## src/rtl/rsv_pkg.sv

```systemverilog
package rsv_pkg;

  typedef enum logic {
    CAUSE_COND = 1'b0,
    CAUSE_WDOG = 1'b1
  } cause_e;

  // width for a counter that must hold values 0 .. n-1
  function automatic int cnt_width(input int n);
    return (n > 2) ? $clog2(n) : 1;
  endfunction

  // true when a count has reached the last step of an n-tick interval
  function automatic logic at_last(input int unsigned cnt, input int unsigned n);
    return cnt == (n - 1);
  endfunction

endpackage

```

## src/rtl/rsv_sync2.sv

```systemverilog
module rsv_sync2 #(
  parameter bit RST_VAL = 1'b0
) (
  input  logic clk,
  input  logic arst_n,
  input  logic d,
  output logic q
);
  logic meta;

  always_ff @(posedge clk or negedge arst_n) begin
    if (!arst_n) begin
      meta <= RST_VAL;
      q    <= RST_VAL;
    end else begin
      meta <= d;
      q    <= meta;
    end
  end
endmodule

```

## src/rtl/rsv_kick_filter.sv

```systemverilog
module rsv_kick_filter #(
  parameter int MIN_KICK_TICKS = 2
) (
  input  logic clk,
  input  logic arst_n,
  input  logic tick_en,
  input  logic lvl_in,
  output logic kick
);
  import rsv_pkg::*;
  localparam int MK_W = cnt_width(MIN_KICK_TICKS);

  logic            lvl_q;
  logic [MK_W-1:0] hold_cnt;
  logic            differs;

  assign differs = lvl_in != lvl_q;

  always_ff @(posedge clk or negedge arst_n) begin
    if (!arst_n) begin
      lvl_q    <= 1'b0;
      hold_cnt <= '0;
      kick     <= 1'b0;
    end else begin
      kick <= 1'b0;
      if (!differs) begin
        hold_cnt <= '0;
      end else if (tick_en) begin
        if (at_last(int'(hold_cnt), MIN_KICK_TICKS)) begin
          lvl_q    <= lvl_in;
          hold_cnt <= '0;
          kick     <= 1'b1;
        end else begin
          hold_cnt <= hold_cnt + 1'b1;
        end
      end
    end
  end
endmodule

```

## src/rtl/rsv_wdog_timer.sv

```systemverilog
module rsv_wdog_timer #(
  parameter int WD_TICKS = 1100
) (
  input  logic clk,
  input  logic arst_n,
  input  logic tick_en,
  input  logic hold,
  input  logic kick,
  output logic expire,
  output logic at_zero
);
  import rsv_pkg::*;
  localparam int WD_W = cnt_width(WD_TICKS);

  logic [WD_W-1:0] wd_cnt;

  assign expire  = !hold && !kick && tick_en && at_last(int'(wd_cnt), WD_TICKS);
  assign at_zero = wd_cnt == '0;

  always_ff @(posedge clk or negedge arst_n) begin
    if (!arst_n) begin
      wd_cnt <= '0;
    end else if (hold || kick || expire) begin
      wd_cnt <= '0;
    end else if (tick_en) begin
      wd_cnt <= wd_cnt + 1'b1;
    end
  end
endmodule

```

## src/rtl/rsv_stretch.sv

```systemverilog
module rsv_stretch #(
  parameter int TD_TICKS = 130
) (
  input  logic            clk,
  input  logic            arst_n,
  input  logic            tick_en,
  input  logic            fault,
  input  logic            wd_expire,
  output logic            rst_q,
  output rsv_pkg::cause_e cause
);
  import rsv_pkg::*;
  localparam int TD_W = cnt_width(TD_TICKS);

  logic [TD_W-1:0] td_cnt;

  always_ff @(posedge clk or negedge arst_n) begin
    if (!arst_n) begin
      rst_q  <= 1'b1;
      td_cnt <= '0;
      cause  <= CAUSE_COND;
    end else if (fault) begin
      rst_q  <= 1'b1;
      td_cnt <= '0;
      if (!rst_q) cause <= CAUSE_COND;
    end else if (wd_expire) begin
      rst_q  <= 1'b1;
      td_cnt <= '0;
      cause  <= CAUSE_WDOG;
    end else if (rst_q && tick_en) begin
      if (at_last(int'(td_cnt), TD_TICKS)) begin
        rst_q  <= 1'b0;
        td_cnt <= '0;
      end else begin
        td_cnt <= td_cnt + 1'b1;
      end
    end
  end
endmodule

```

## src/rtl/rst_supervisor.sv

```systemverilog
module rst_supervisor #(
  parameter int TD_TICKS       = 130,
  parameter int WD_TICKS       = 1100,
  parameter int MIN_KICK_TICKS = 2
) (
  input  logic clk,
  input  logic arst_n,
  input  logic tick_en,
  input  logic supply_ok,
  input  logic sense_ok,
  input  logic mrst_n,
  input  logic wd_kick,
  output logic sys_rst_n,
  output logic rst_by_wdog
);
  import rsv_pkg::*;

  logic   mrst_s, kick_s;
  logic   fault_now, kick_pulse, wd_expire, wd_at_zero, rst_q;
  cause_e cause;

  rsv_sync2 #(.RST_VAL(1'b1)) u_sync_mr (
    .clk(clk), .arst_n(arst_n), .d(mrst_n), .q(mrst_s)
  );

  rsv_sync2 #(.RST_VAL(1'b0)) u_sync_kick (
    .clk(clk), .arst_n(arst_n), .d(wd_kick), .q(kick_s)
  );

  rsv_kick_filter #(.MIN_KICK_TICKS(MIN_KICK_TICKS)) u_kick (
    .clk(clk), .arst_n(arst_n), .tick_en(tick_en),
    .lvl_in(kick_s), .kick(kick_pulse)
  );

  assign fault_now = !supply_ok || !sense_ok || !mrst_s;

  rsv_wdog_timer #(.WD_TICKS(WD_TICKS)) u_wdog (
    .clk(clk), .arst_n(arst_n), .tick_en(tick_en), .hold(rst_q),
    .kick(kick_pulse), .expire(wd_expire), .at_zero(wd_at_zero)
  );

  rsv_stretch #(.TD_TICKS(TD_TICKS)) u_stretch (
    .clk(clk), .arst_n(arst_n), .tick_en(tick_en), .fault(fault_now),
    .wd_expire(wd_expire), .rst_q(rst_q), .cause(cause)
  );

  assign sys_rst_n   = !rst_q;
  assign rst_by_wdog = rst_q && (cause == CAUSE_WDOG);
endmodule

```

## config.mk

```make
export PLATFORM = sky130hd
export DESIGN_NAME = rst_supervisor
export DESIGN_NICKNAME = d
export VERILOG_FILES = /design/src/rtl/rsv_pkg.sv /design/src/rtl/rsv_sync2.sv /design/src/rtl/rsv_kick_filter.sv /design/src/rtl/rsv_wdog_timer.sv /design/src/rtl/rsv_stretch.sv /design/src/rtl/rst_supervisor.sv
export SDC_FILE = /design/constraint.sdc
export NUM_CORES = 1
export LEC_CHECK = 0
export BUFFER_PORTS_ARGS = -buffer_cell sky130_fd_sc_hd__clkbuf_2
export CAP_MARGIN = 10
export CORE_MARGIN = 1
export CORE_UTILIZATION = 55
export DETAILED_ROUTE_END_ITERATION = 6
export PLACE_DENSITY = 0.73
export SLEW_MARGIN = 30
export SYNTH_ARGS = -nofsm -noshare
export SYNTH_HDL_FRONTEND = slang
export SYNTH_HIERARCHICAL = 1
export SYNTH_SLANG_ARGS = --single-unit
```

## constraint.sdc

```tcl
create_clock -name clk -period 3.35 [get_ports clk]
set_clock_uncertainty 0.15 [all_clocks]
set_input_delay 0 -clock clk [delete_from_list [all_inputs] [get_ports clk]]
set_output_delay 0 -clock clk [all_outputs]
set_load 0.01 [all_outputs]
```

-- After elaboration in Yosys (flattened, before gate mapping)
Index checks and enable logic that the tools add are counted.
- register bits after elaboration: 28
- bits of input ports: 7
- output and inout port bits: 2
- logic and storage cells: 59
- $add $sub $neg: 3
- equal/unequal tests: 5
- muxes and demuxes: 19
- reduce and logical (&&, ||, !) cells: 21
- operators by type and width (kind ; count):
    8-bit two-way mux ; 4
    11-bit two-way mux ; 2
    1-bit two-way mux ; 13
    11-bit by 1-bit adder with 11-bit output, second input constant ; 1
    11-bit equality test, second input constant ; 1
    8-bit by 1-bit adder with 8-bit output, second input constant ; 1
    8-bit equality test, second input constant ; 1
    3-bit nonzero test ; 2
    1-bit logical AND ; 5
    1-bit zero test ; 5
    1-bit logical OR ; 4
    2-bit inequality test, second input constant ; 2
    2-bit AND reduction ; 2
    2-bit nonzero test ; 2
    3-bit AND reduction ; 1
    1-bit adder, second input constant ; 1
    1-bit inequality test ; 1

-- Depth between registers and ports, before layout
- word-level depth: 6
- gate-level depth with buffers: 8
- depth with buffers taken out: 8

-- Cells and area by module
The synthesis kept the hierarchy.
- by module, submodules not included (module ; instances ; cells an instance ; area each (um2) ; sequential area each (um2)):
    rsv_wdog_timer ; 1 ; 64 ; 671.9 ; 275.3
    rsv_stretch ; 1 ; 54 ; 529.3 ; 251.5
    rsv_kick_filter ; 1 ; 9 ; 118.9 ; 75.1
    rsv_sync2 at u_sync_mr ; 1 ; 2 ; 52.6 ; 52.6
    rsv_sync2 at u_sync_kick ; 1 ; 2 ; 50.0 ; 50.0
    rst_supervisor ; 1 ; 3 ; 15.0 ; 0.0

-- Worst setup path before layout
OpenSTA, ideal clock, no wires.
- kind: register to register
- start: register u_wdog.wd_cnt[0]
- end: register u_stretch.td_cnt[7]
- library setup time: 0.080 ns
- arrival: 2.030 ns
- path slack: 1.089 ns
- stages on the path, launching flop included: 9
- buffers on the path: 0
- period minus slack after synthesis: 2.261 ns
- cell sequence: dfrtp_1 ha_1 and4_2 and4_1 nor2b_1 nand4bb_1 a21o_1 or3_1 o211ai_2
- cells in the longest elaborated chain, start to end: 4
- elaborated cells on any way between the ends: 5
- classes of those cells: eq/ne: 1; mux: 2; reduce/logical: 2
- RTL lines (element ; line ; text):
    start, declared ; rsv_wdog_timer.sv:15 ; logic [WD_W-1:0] wd_cnt;
    start signal, assigned ; rsv_wdog_timer.sv:26 ; wd_cnt <= wd_cnt + 1'b1;
    11-bit equality test * ; rsv_pkg.sv:15 ; return cnt == (n - 1);
    1-bit logical AND * ; rsv_wdog_timer.sv:17 ; assign expire = !hold && !kick && tick_en && at_last(int'(wd_cnt), WD_TICKS);
    named net wd_expire ; rst_supervisor.sv:19 ; logic fault_now, kick_pulse, wd_expire, wd_at_zero, rst_q;
    8-bit two-way mux ; rsv_stretch.sv:26 ; end else if (wd_expire) begin
    8-bit two-way mux ; rsv_stretch.sv:22 ; end else if (fault) begin
    end signal, assigned ; rsv_stretch.sv:35 ; td_cnt <= td_cnt + 1'b1;
    end, declared ; rsv_stretch.sv:15 ; logic [TD_W-1:0] td_cnt;
Mark *: on every way through the listed nets, which the timed path passes. The rest lies on a longest branch.
A chain may end at the register's enable or synchronous reset.

-- Final worst setup path
Same ends and word-level chain as after synthesis.

==> flow_metrics.env <==
export IMPL_clock_root_buffer="clkbuf_4"
export IMPL_cts_hold_buffers=7
export IMPL_pin_count=9
export IMPL_ir_drop_mv=0.3452
export IMPL_io_buffer_count=8
export IMPL_post_route_min_period_ns=2.418
export IMPL_drt_iter0_markers=26
export IMPL_antenna_found_initial=0
export IMPL_track_usage_pct=22.84
export IMPL_drtAntennaViolNets=0
export IMPL_final_nets=162
export IMPL_max_slew_margin_pct=54.68
export IMPL_via_per_inst=5.972
export IMPL_chipWidth_um=52.86
export IMPL_setup_viol=0
export IMPL_startpoint_type="register"
export IMPL_grt_ovfl_total=0
export IMPL_cp_required_ns=3.46
export IMPL_dieHeight_um=52.86
export IMPL_postCtsSetupBuffers=0
export IMPL_worst_pin_slew_ns=0.6798
export IMPL_yosys_warnings=6
export IMPL_antenna_cells=0
export IMPL_cts_sinks=28
export IMPL_postSynthAreaPerCell_um2=10.78
export IMPL_p_per_area_mw_per_mm2=386.2
export IMPL_netlist_area_mm2=0.001423
export IMPL_start_util_pct=57.95
export IMPL_clkTransAtPathRegs_ns=0.15
export IMPL_crit_type="register to register"
export IMPL_num_rows=18
export IMPL_setup_tns_final_ns=0
export IMPL_fmax_mhz=413.6
export IMPL_leakage_nw=0.6769
export IMPL_hpwl_um=1829
export IMPL_critPathArrivalTime_ns=2.53
export IMPL_max_cap_violations=0
export IMPL_crit_fanout=5
export IMPL_fin_area_mm2=0.001594
export IMPL_synth_nets=143
export IMPL_cts_htree_levels=1
export IMPL_final_max_slew_viol_count=0
export IMPL_place_congestion=0.7760
export IMPL_r2r_setup_slack_ns=0.93
export IMPL_clockBufferDepth=2
export IMPL_drive_gt1_share_pct=19.33
export IMPL_core_area_mm2=0.002455
export IMPL_syn2layout_area_growth_pct=12.05
export IMPL_finalWirelength_um=2627
export IMPL_grt_pass1_wl_um=4581
export IMPL_post_route_period_util_pct=72.18
export IMPL_status="completed"
export IMPL_synth_cells=132
export IMPL_dieArea_mm2=0.002794
export IMPL_clk_latency_ns=0.33
export IMPL_hold_class="input port to asynchronous set/reset pin"
export IMPL_vias=1075
export IMPL_drc=0
export IMPL_hold_violations=0
export IMPL_first_pass_iters=4
export IMPL_critPathCaptureType="register"
export IMPL_grt_start_max_net_pins=29
export IMPL_routedWlPerCell_um=14.59
export IMPL_cts_tree="done"
export IMPL_post_dp_cell_area_mm2=0.001488
export IMPL_post_cts_resize_count=0
export IMPL_rsz0062_at_grt="false"
export IMPL_cts_buffers=3
export IMPL_grt_pass1_vias=1010
==> final timing paths <==
path                            depth (start not counted)             endpoint              from
worst max-delay path                                    8  u_stretch/td_cnt[7]  u_wdog/wd_cnt[0]
worst min-delay path                                    2  u_stretch/td_cnt[0]            arst_n
worst max register to register                          8  u_stretch/td_cnt[7]  u_wdog/wd_cnt[0]
worst min register to register                          0          u_sync_mr/q    u_sync_mr/meta
max in group asynchronous                               2     u_wdog/wd_cnt[4]            arst_n
min in group clk                                        2       u_sync_mr/meta            mrst_n
==> registers in the layout, indices dropped and copies added (netlist names) <==
signal / cells
u_wdog/wd_cnt: 11
u_stretch/td_cnt: 8
u_kick/hold_cnt: 1
u_kick/kick: 1
u_kick/lvl_q: 1
u_stretch/cause: 1
u_stretch/rst_q: 1
u_sync_kick/meta: 1
u_sync_kick/q: 1
u_sync_mr/meta: 1
u_sync_mr/q: 1
==> metrics by stage <==
step                setup slack (ns)  utilization, %  hold slack (ns)  cells  power [mW]
floorplan                      1.089               -          -0.4456    132      0.4241
global placement               1.027           60.60         -0.08505    169      0.4461
detailed placement            0.9628           60.60         -0.07307    169      0.4505
CTS                           0.9271           64.93          0.09035    180      0.6213
global route                  0.7823           64.93           0.1180    180      0.6441
finish                        0.9319           64.93          0.06670    180      0.6156
==> layout by cell type, fill, tap and decap left out, types with 2 or more instances in the layout <==
cell,n
dfrtp_1,25
nor2_1,13
nand2_1,12
clkbuf_2,8
dlygate4sd3_1,7
nor3_1,7
xor2_1,6
or3_1,6
inv_1,5
xnor2_1,5
a211oi_2,5
nand4_1,4
o21ai_0,4
ha_1,4
nand3_1,3
clkbuf_4,3
dfstp_2,3
o21ai_1,2
o31ai_1,2
or4_1,2
==> critical path, stage by stage (launching register included) <==
cell and delay [ns]:
dfrtp_1 0.46, ha_1 0.27, and4_2 0.22, and4_1 0.20, nor2b_1 0.18, nand4bb_1 0.21, a21o_1 0.22, or3_1 0.37
o211ai_2 0.09
==> per-layer routing <==
| layer | vias to the layer above | global-route usage, % | routed length, um |
|---|---|---|---|
| met4 | 0 | 10.53 | 33 |
| met3 | 4 | 2.586 | 108 |
| met2 | 36 | 34.60 | 1210 |
| met1 | 525 | 32.59 | 1275 |
| met5 | - | 0 | 0 |
| li1 | 510 | - | - |
==> power breakdown <==
group          total, mW  switching [mW]  internal, mW
Combinational     0.0736          0.0360        0.0376
Clock              0.167           0.100        0.0666
Sequential         0.375          0.0147         0.361
Total              0.616           0.151         0.465
==> final cells by class <==
type / count / area [um^2]
Sequential cell: 28 / 704.4
Inverter: 5 / 18.77
Fill cell: 194 / 860.8
Multi-Input combinational cell: 97 / 679.4
Clock buffer: 4 / 36.28
Timing Repair Buffer: 16 / 117.6
Tap cell: 30 / 37.54
(Power assumes the default switching activity.)
